`src/rtl/keypad_scan_pkg.sv`:
```
package keypad_scan_pkg;
  typedef enum logic [2:0] {
    KS_IDLE,
    KS_SETTLE,
    KS_EMIT,
    KS_DONE,
    KS_WAIT
  } ks_state_t;
endpackage

```
`src/rtl/kscan_col_drive.sv`:
```
module kscan_col_drive #(
  parameter int COLS = 10,
  parameter int CW   = 4
) (
  input  logic            all_on,
  input  logic            scan_on,
  input  logic [CW-1:0]   col_idx,
  input  logic [COLS-1:0] col_en,
  output logic [COLS-1:0] col_drive
);
  for (genvar c = 0; c < COLS; c++) begin : g_col
    assign col_drive[c] = col_en[c] & (all_on | (scan_on & (col_idx == CW'(c))));
  end
endmodule

```
`src/rtl/kscan_key_table.sv`:
```
module kscan_key_table #(
  parameter int NKEYS = 80,
  parameter int IW    = 7
) (
  input  logic          clk,
  input  logic          rst_n,
  input  logic [IW-1:0] idx,
  input  logic          wr_en,
  input  logic          wr_pressed,
  input  logic          wr_pend,
  output logic          rd_pressed,
  output logic          rd_pend,
  output logic          any_active
);
  logic [NKEYS-1:0] pressed_q;
  logic [NKEYS-1:0] pend_q;

  for (genvar k = 0; k < NKEYS; k++) begin : g_key
    always_ff @(posedge clk or negedge rst_n) begin
      if (!rst_n) begin
        pressed_q[k] <= 1'b0;
        pend_q[k]    <= 1'b0;
      end else if (wr_en && (idx == IW'(k))) begin
        pressed_q[k] <= wr_pressed;
        pend_q[k]    <= wr_pend;
      end
    end
  end

  assign rd_pressed = pressed_q[idx];
  assign rd_pend    = pend_q[idx];
  assign any_active = |(pressed_q | pend_q);
endmodule

```
`src/rtl/keypad_scanner.sv`:
```
module keypad_scanner #(
  parameter int ROWS   = 8,
  parameter int COLS   = 10,
  parameter int SETTLE = 2
) (
  input  logic            clk,
  input  logic            rst_n,
  input  logic [ROWS-1:0] row_en,
  input  logic [COLS-1:0] col_en,
  input  logic [ROWS-1:0] row_in,
  input  logic            tick,
  output logic [COLS-1:0] col_drive,
  output logic            evt_valid,
  input  logic            evt_ready,
  output logic [7:0]      evt_data
);
  import keypad_scan_pkg::*;

  localparam int NKEYS = ROWS * COLS;
  localparam int RW    = (ROWS > 1) ? $clog2(ROWS) : 1;
  localparam int CW    = (COLS > 1) ? $clog2(COLS) : 1;
  localparam int IW    = 7;
  localparam int SW    = (SETTLE > 1) ? $clog2(SETTLE) : 1;

  // reset: asynchronous assert, synchronous release
  logic [1:0] rs_q;
  logic       rst_s;
  always_ff @(posedge clk or negedge rst_n) begin
    if (!rst_n) rs_q <= 2'b00;
    else        rs_q <= {rs_q[0], 1'b1};
  end
  assign rst_s = rs_q[1];

  ks_state_t       st_q, st_n;
  logic [CW-1:0]   col_q, col_n;
  logic [RW-1:0]   row_q, row_n;
  logic [SW-1:0]   set_q, set_n;
  logic [ROWS-1:0] samp_q, samp_n;
  logic            tick_q, tick_n;

  logic [IW-1:0]   key_idx;
  logic            closed, differ, fire, advance;
  logic            rd_pressed, rd_pend, any_active;
  logic            wr_pressed, wr_pend;
  logic            row_hit;

  assign key_idx = IW'(row_q) * IW'(COLS) + IW'(col_q);
  assign closed  = samp_q[row_q];
  assign differ  = closed != rd_pressed;
  assign fire    = (st_q == KS_EMIT) && differ && rd_pend;
  assign advance = (st_q == KS_EMIT) && (!fire || evt_ready);
  assign row_hit = |(~row_in & row_en);

  assign wr_pressed = fire ? closed : rd_pressed;
  assign wr_pend    = differ && !rd_pend;

  assign evt_valid = fire;
  assign evt_data  = {closed, key_idx + 7'd1};

  kscan_key_table #(.NKEYS(NKEYS), .IW(IW)) u_keys (
    .clk        (clk),
    .rst_n      (rst_s),
    .idx        (key_idx),
    .wr_en      (advance),
    .wr_pressed (wr_pressed),
    .wr_pend    (wr_pend),
    .rd_pressed (rd_pressed),
    .rd_pend    (rd_pend),
    .any_active (any_active)
  );

  kscan_col_drive #(.COLS(COLS), .CW(CW)) u_cols (
    .all_on    (st_q == KS_IDLE),
    .scan_on   ((st_q == KS_SETTLE) || (st_q == KS_EMIT)),
    .col_idx   (col_q),
    .col_en    (col_en),
    .col_drive (col_drive)
  );

  // next state
  always_comb begin
    st_n   = st_q;
    col_n  = col_q;
    row_n  = row_q;
    set_n  = set_q;
    samp_n = samp_q;
    tick_n = (st_q == KS_IDLE) ? 1'b0 : (tick_q | tick);
    unique case (st_q)
      KS_IDLE: begin
        if (row_hit) begin
          st_n  = KS_SETTLE;
          col_n = '0;
          set_n = '0;
        end
      end
      KS_SETTLE: begin
        if (set_q == SW'(SETTLE - 1)) begin
          samp_n = ~row_in & row_en;
          row_n  = '0;
          st_n   = KS_EMIT;
        end else begin
          set_n = set_q + 1'b1;
        end
      end
      KS_EMIT: begin
        if (advance) begin
          if (row_q == RW'(ROWS - 1)) begin
            if (col_q == CW'(COLS - 1)) begin
              st_n = KS_DONE;
            end else begin
              col_n = col_q + 1'b1;
              set_n = '0;
              st_n  = KS_SETTLE;
            end
          end else begin
            row_n = row_q + 1'b1;
          end
        end
      end
      KS_DONE: begin
        st_n = any_active ? KS_WAIT : KS_IDLE;
      end
      KS_WAIT: begin
        if (tick_q || tick) begin
          st_n   = KS_SETTLE;
          col_n  = '0;
          set_n  = '0;
          tick_n = 1'b0;
        end
      end
      default: st_n = KS_IDLE;
    endcase
  end

  // registers
  always_ff @(posedge clk or negedge rst_s) begin
    if (!rst_s) begin
      st_q   <= KS_IDLE;
      col_q  <= '0;
      row_q  <= '0;
      set_q  <= '0;
      samp_q <= '0;
      tick_q <= 1'b0;
    end else begin
      st_q   <= st_n;
      col_q  <= col_n;
      row_q  <= row_n;
      set_q  <= set_n;
      samp_q <= samp_n;
      tick_q <= tick_n;
    end
  end
endmodule

```
`config.mk`:
```
export PLATFORM = sky130hd
export DESIGN_NAME = keypad_scanner
export DESIGN_NICKNAME = d
export VERILOG_FILES = /design/src/rtl/keypad_scan_pkg.sv /design/src/rtl/kscan_col_drive.sv /design/src/rtl/kscan_key_table.sv /design/src/rtl/keypad_scanner.sv
export SDC_FILE = /design/constraint.sdc
export NUM_CORES = 1
export LEC_CHECK = 0
export BUFFER_PORTS_ARGS = -buffer_cell sky130_fd_sc_hd__buf_2
export CAP_MARGIN = 30
export CORE_ASPECT_RATIO = 0.6
export CORE_MARGIN = 1.5
export CORE_UTILIZATION = 62
export CTS_CLUSTER_SIZE = 28
export DETAILED_ROUTE_END_ITERATION = 6
export HOLD_SLACK_MARGIN = 0.03
export PLACE_DENSITY = 0.8
export SYNTH_ARGS = -nofsm -noshare
export SYNTH_HDL_FRONTEND = slang
export SYNTH_SLANG_ARGS = --single-unit
```
`constraint.sdc`:
```
create_clock -name clk -period 7.8 [get_ports clk]
set_input_delay 1.17 -clock clk [delete_from_list [all_inputs] [get_ports clk]]
set_output_delay 1.17 -clock clk [all_outputs]
set_load 0.01 [all_outputs]
```
# [Word level (Yosys, flattened, before mapping)]
# Index checks and enable logic that the tools add are counted.
# W data, S select, Z words.
[totals] register_bits=182 input_bits=30 out_inout_bits=19 word_cells=447
[classes] n_addsub=5 mul=1 magnitude_cmp=2 n_eq_ne=101 n_mux=35 bitwise=34 n_reduce_logical=102
[op_table] cell="$eq A7 B6 Y1 const B" count=32
[op_table] cell="$eq A7 B5 Y1 const B" count=16
[op_table] cell="$eq A7 B7 Y1 const B" count=16
[op_table] cell="$logic_and A1 B1 Y1" count=84
[op_table] cell="$or A80 B80 Y80" count=1
[op_table] cell="$reduce_or A80 Y1" count=1
[op_table] cell="$eq A7 B4 Y1 const B" count=8
[op_table] cell="$eq A7 B3 Y1 const B" count=4
[op_table] cell="$mux W3" count=9
[op_table] cell="$and A1 B1 Y1" count=20
[op_table] cell="$mux W4" count=5
[op_table] cell="$eq A4 B3 Y1 const B" count=4
[op_table] cell="$pmux W3 S5" count=1
[op_table] cell="$bmux W1 S7" count=2
[op_table] cell="$eq A7 B2 Y1 const B" count=2
[op_table] cell="$mux W1" count=13
[op_table] cell="$pmux W4 S3" count=1
[op_table] cell="$reduce_and A6 Y1" count=2
[op_table] cell="$or A1 B1 Y1" count=11
[op_table] cell="$ne A2 B2 Y1 const B" count=5
[op_table] cell="$and A8 B8 Y8" count=1
[op_table] cell="$eq A4 B2 Y1 const B" count=2
[op_table] cell="$eq A4 B4 Y1 const B" count=2
[op_table] cell="$lt A7 B8 Y1 const B" count=1
[op_table] cell="other kinds (31)" count=37

# [Depth between registers and ports, before layout]
[logic_depth] depth_word=12 ltp_mapped=15 mapped_depth_nobuf=11

# [Modules after synthesis]
# From an unflattened synthesis, not the netlist that was laid out.
[hier_totals] hier_cells=846 hier_area_um2=9857.0
[by_module_without_submodules] mod="kscan_key_table" instances=1 cells_per_inst=652 area_per_inst_um2=8135.3 seq_area_each_um2=4003.8
[by_module_without_submodules] mod="keypad_scanner" instances=1 cells_per_inst=158 area_per_inst_um2=1516.5 seq_area_each_um2=550.5
[by_module_without_submodules] mod="kscan_col_drive" instances=1 cells_per_inst=36 area_per_inst_um2=205.2 seq_area_each_um2=0.0

# [Worst setup path before layout]
# OpenSTA, ideal clock, no wires.
[synth_path] path_type="register to output" startpoint="reg row_q[0]" endpoint="out evt_valid" arrival_time_ns=3.006 required_time_ns=6.630 setup_slack_ns=3.624 stages_incl_launch_ff=12 path_buffers=2 path_cell_list="dfrtp_1 -> ha_1 -> ha_1 -> xor2_1 -> buf_4 -> buf_4 -> mux4_2 -> nand4_1 -> a41oi_1 -> o31ai_2 -> nand2_1 -> nor2_1"
[synth_between] elab_chain_cells=7 word_cells_on_any_way=11 classes_between="add/sub (1); mul (1); eq/ne (1); mux (6); reduce/logical (2)"
[synth_lines] element="from (decl)" line_no="keypad_scanner.sv:36" source="logic [RW-1:0] row_q, row_n;"
[synth_lines] element="from (signal assigned)" line_no="keypad_scanner.sv:147" source="row_q <= row_n;"
[synth_lines] element="$mul A3 B3 Y6" line_no="keypad_scanner.sv:47" source="assign key_idx = IW'(row_q) * IW'(COLS) + IW'(col_q);"
[synth_lines] element="$add A7 B4 Y7" line_no="keypad_scanner.sv:47"
[synth_lines] element="$bmux W1 S7" line_no="kscan_key_table.sv:30" source="assign rd_pressed = pressed_q[idx];"
[synth_lines] element="$mux W1 (implied by the code)" line_no="kscan_key_table.sv:30"
[synth_lines] element="$ne A1 B1 Y1" line_no="keypad_scanner.sv:49" source="assign differ = closed != rd_pressed;"
[synth_lines] element="$logic_and A1 B1 Y1" line_no="keypad_scanner.sv:50" source="assign fire = (st_q == KS_EMIT) && differ && rd_pend;"
[synth_lines] element="$logic_and A1 B1 Y1 *" line_no="keypad_scanner.sv:50"
[synth_lines] element="to (decl)" line_no="keypad_scanner.sv:13" source="output logic evt_valid,"
# Every way passes the cells marked *; elsewhere a longest branch is shown, timed or not. The select of a mux whose other input is x is not followed.

# [Worst setup path after layout]
[layout_path] startpoint="reg col_q[1]" endpoint="out evt_valid"
[layout_between] elab_chain_cells=6 word_cells_on_any_way=8 classes_between="add/sub (1); eq/ne (1); mux (4); reduce/logical (2)"
[layout_lines] element="from (decl)" line_no="keypad_scanner.sv:35" source="logic [CW-1:0] col_q, col_n;"
[layout_lines] element="from (signal assigned)" line_no="keypad_scanner.sv:146" source="col_q <= col_n;"
[layout_lines] element="$add A7 B4 Y7 *" line_no="keypad_scanner.sv:47"
[layout_lines] element="$bmux W1 S7" line_no="kscan_key_table.sv:30"
[layout_lines] element="$mux W1 (implied by the code)" line_no="kscan_key_table.sv:30"
[layout_lines] element="$ne A1 B1 Y1" line_no="keypad_scanner.sv:49"
[layout_lines] element="$logic_and A1 B1 Y1" line_no="keypad_scanner.sv:50"
[layout_lines] element="$logic_and A1 B1 Y1 *" line_no="keypad_scanner.sv:50"
# Marks and branches as above.

==> impl_metrics.toml <==
[grt]
grt_usage_pct = 34.5
grt_max_degree = 81
antenna_found_initial = 0
overflow = 0
grt_pass1_wl_mm = 43.9
grt_pass1_vias = 7482

[run]
cap_violations = 0

[power]
irDropWorstVdd_uv = 423
swShare_pct = 45.6
power.share.sequential_pct = 31.5
power_switching_mw = 1.86
clkPwrFrac_pct = 22.7
p_int_mw = 2.22
power_frac_comb_pct = 45.8
power_density_nw_per_um2 = 365
p_leak_nw = 5.02

[logic_synthesis]
synth_ff_type = "dfrtp_1"
ys_top_cells_by_area = "dfrtp_1 (45%), mux2_2 (17%), mux2i_1 (6.4%)"
synth_area_sq_um = 10200
synth_nets = 897
ys_seq_area_share_pct = 44.7
yosysTopAreaCellShare_pct = 44.7
synth_edf_count = 0
synth_largest_area_cell = "dfrtp_1"
synthTopCellsByCount = "dfrtp_1 (182), mux2_2 (151), nor4_1 (68), mux2i_1 (65), nand2_1 (41)"
async_reset_ff_share_pct = 100
synth.avg_cell_area_sq_um = 12.0
syn_inst = 849
netlist-cell-type-count = 58
yosysMostFrequentCell = "dfrtp_1"
yosys_warnings = 0
ys_seq_elements = 182

[layout]
area_growth_pct = 9.74
layout-drive-gt1-share_pct = 32.3
antenna_cells = 0
final_nets = 918
utilization_pct = 69.2
multi_input_area_sq_um = 5340
regArea_sq_um = 4560
nFillCells = 1132

[clock_network]
cts_resized = 0
root_buffer = "clkbuf_16"
cts_max_level = 4
clk_pin_slew_ns = 0.08
cts_buffers = 17
post-cts-setup-buffers = 0
clock_path_buffers = 2
tritoncts = "built"
cts_hold_buf = 0
clock-sinks = 182
clk_latency_ns = 0.44

[critical_path]
arrival_ns = 4.42
crit_required_ns = 6.63
path_max_fanout = 16
startpoint_type = "flip-flop"
worstSetupStartpoint = "col_q[1]$_DFFE_PN0P_"
endpoint_kind = "output pin"
r2r-start = "col_q[1]$_DFFE_PN0P_"
criticalPathCategory = "flip-flop to output pin"

[floorplanning]
die_w_um = 169
die_area_sq_um = 17200
rows = 36
initial_utilization_pct = 63.0
die_y_um = 102
ios = 49
core_region_area_sq_um = 16200

[route]
postRouteWirelength_mm = 28.7
viasPerCell = 7.10
avgRoutedWirePerCell_um = 26.3
detail-route-antenna-nets = 0
post-route-drc-count = 0
via_count = 7754
dr.pass1.iters = 6
first_iter_violations = 1076

[sta]
hold_violations = 0
fin_crit_ns = 5.59
rsz0062_at_grt = "false"
tightest_slew_ns = 0.888
fin_setup_tns_ns = 0
worst_clock_skew_ns = 0.0115
relSlewSlack_pct = 40.7
max_freq_mhz = 179
slew_violations = 0
setup_viol = 0
fin_crit_sh_pct = 71.6

[worst_hold_path]
hold_class = "flip-flop to async pin"

[place]
gp_congestion = 0.969
dp_hpwl_mm = 19.7
port_buffers = 48

[status]
status = "finished, final reports clean"
metrics by stage:
stage	total power, mW	std cells	setup WS [ns]	hold WS [ns]	area (sq um)
floorplan	2.52	849	2.35	0.331	10200
detailed placement	3.11	1059	2.64	0.300	10500
global route	4.26	1092	2.09	0.329	11200
CTS	4.04	1091	2.30	0.315	11200
global placement	3.04	1058	2.82	0.294	10500
finish	4.09	1092	2.21	0.284	11200
per-layer routing:
metal | vias up | share of wire [%] | global-route usage [%]
met5 | - | 0.19 | 2.17
met4 | 2 | 2.4 | 10.2
met3 | 75 | 12 | 11.0
met2 | 449 | 43 | 49.7
met1 | 3942 | 42 | 50.2
li1 | 3286 | - | -
final cells by class:
class | count | area share, %
Timing Repair Buffer | 59 | 3.04
Sequential cell | 182 | 40.8
Inverter | 12 | 0.403
Multi-Input combinational cell | 598 | 47.8
Clock inverter | 15 | 1.86
Clock buffer | 17 | 3.80
Tap cell | 209 | 2.34
registers in the layout (all words and copies together) (netlist names):
name              cells
set_q                 1
u_keys.pend_q        80
samp_q                8
col_q                 4
u_keys.pressed_q     80
st_q                  3
tick_q                1
rs_q                  2
row_q                 3
power groups by stage:
stage,clock network (mW),registers (mW),logic [mW]
floorplan,0,1.20,1.32
global placement,0,1.28,1.76
detailed placement,0,1.29,1.82
CTS,0.936,1.28,1.83
global route,0.972,1.30,1.98
finish,0.928,1.29,1.87
cell usage in the layout (no fill, tap or decap), types with 4 or more instances in the layout:
master,n
inv_1,9
o211ai_1,11
or4_1,22
xnor2_1,7
nand4_1,20
inv_6,6
a41oi_1,4
mux2_2,151
nand3b_1,4
a21oi_1,10
dfrtp_1,180
o21ai_0,11
nand2_1,41
o21a_1,7
nor3_1,15
or3_1,12
nor2b_1,6
nand3_1,5
nor4_1,68
nor2_1,30
buf_4,9
mux2_1,10
clkbuf_16,17
mux4_2,28
buf_2,49
ha_1,17
mux2i_1,65
nand2b_1,11
cell families after synthesis:
kind of cell | count (synthesis) | synth area share, %
AND/OR/NAND/NOR | 247 | 13.5
flip-flops | 182 | 44.7
adder cells (fa/ha/maj) | 19 | 2.38
AO/OA/AOI/OAI | 66 | 4.60
multiplexers | 254 | 30.4
other | 1 | 0.0368
XOR/XNOR | 11 | 1.13
buffers and inverters | 69 | 3.30
final timing paths:
kind	to	slack [ns]	cells after the start
max	evt_valid	2.21	11
min	u_keys.pressed_q[16]$_DFFE_PN0P_	0.28	0
max reg2reg	u_keys.pressed_q[14]$_DFFE_PN0P_	2.53	13
min reg2reg	u_keys.pressed_q[16]$_DFFE_PN0P_	0.28	0
max in group asynchronous	col_q[0]$_DFFE_PN0P_	6.18	1
min in group clk	rs_q[1]$_DFF_PN0_	0.35	0
worst max-delay path, cell delays in order, from the launching register on:
cell and delay [ns]:
dfrtp_1 0.49, ha_1 0.30, fa_1 0.45, xor2_2 0.75, buf_4 0.34, mux4_2 0.36
nand4_1 0.11, a41oi_1 0.16, o31ai_2 0.47, nand2_1 0.23, nor2_1 0.18, buf_2 0.15
Power figures use the tool's default switching activity.
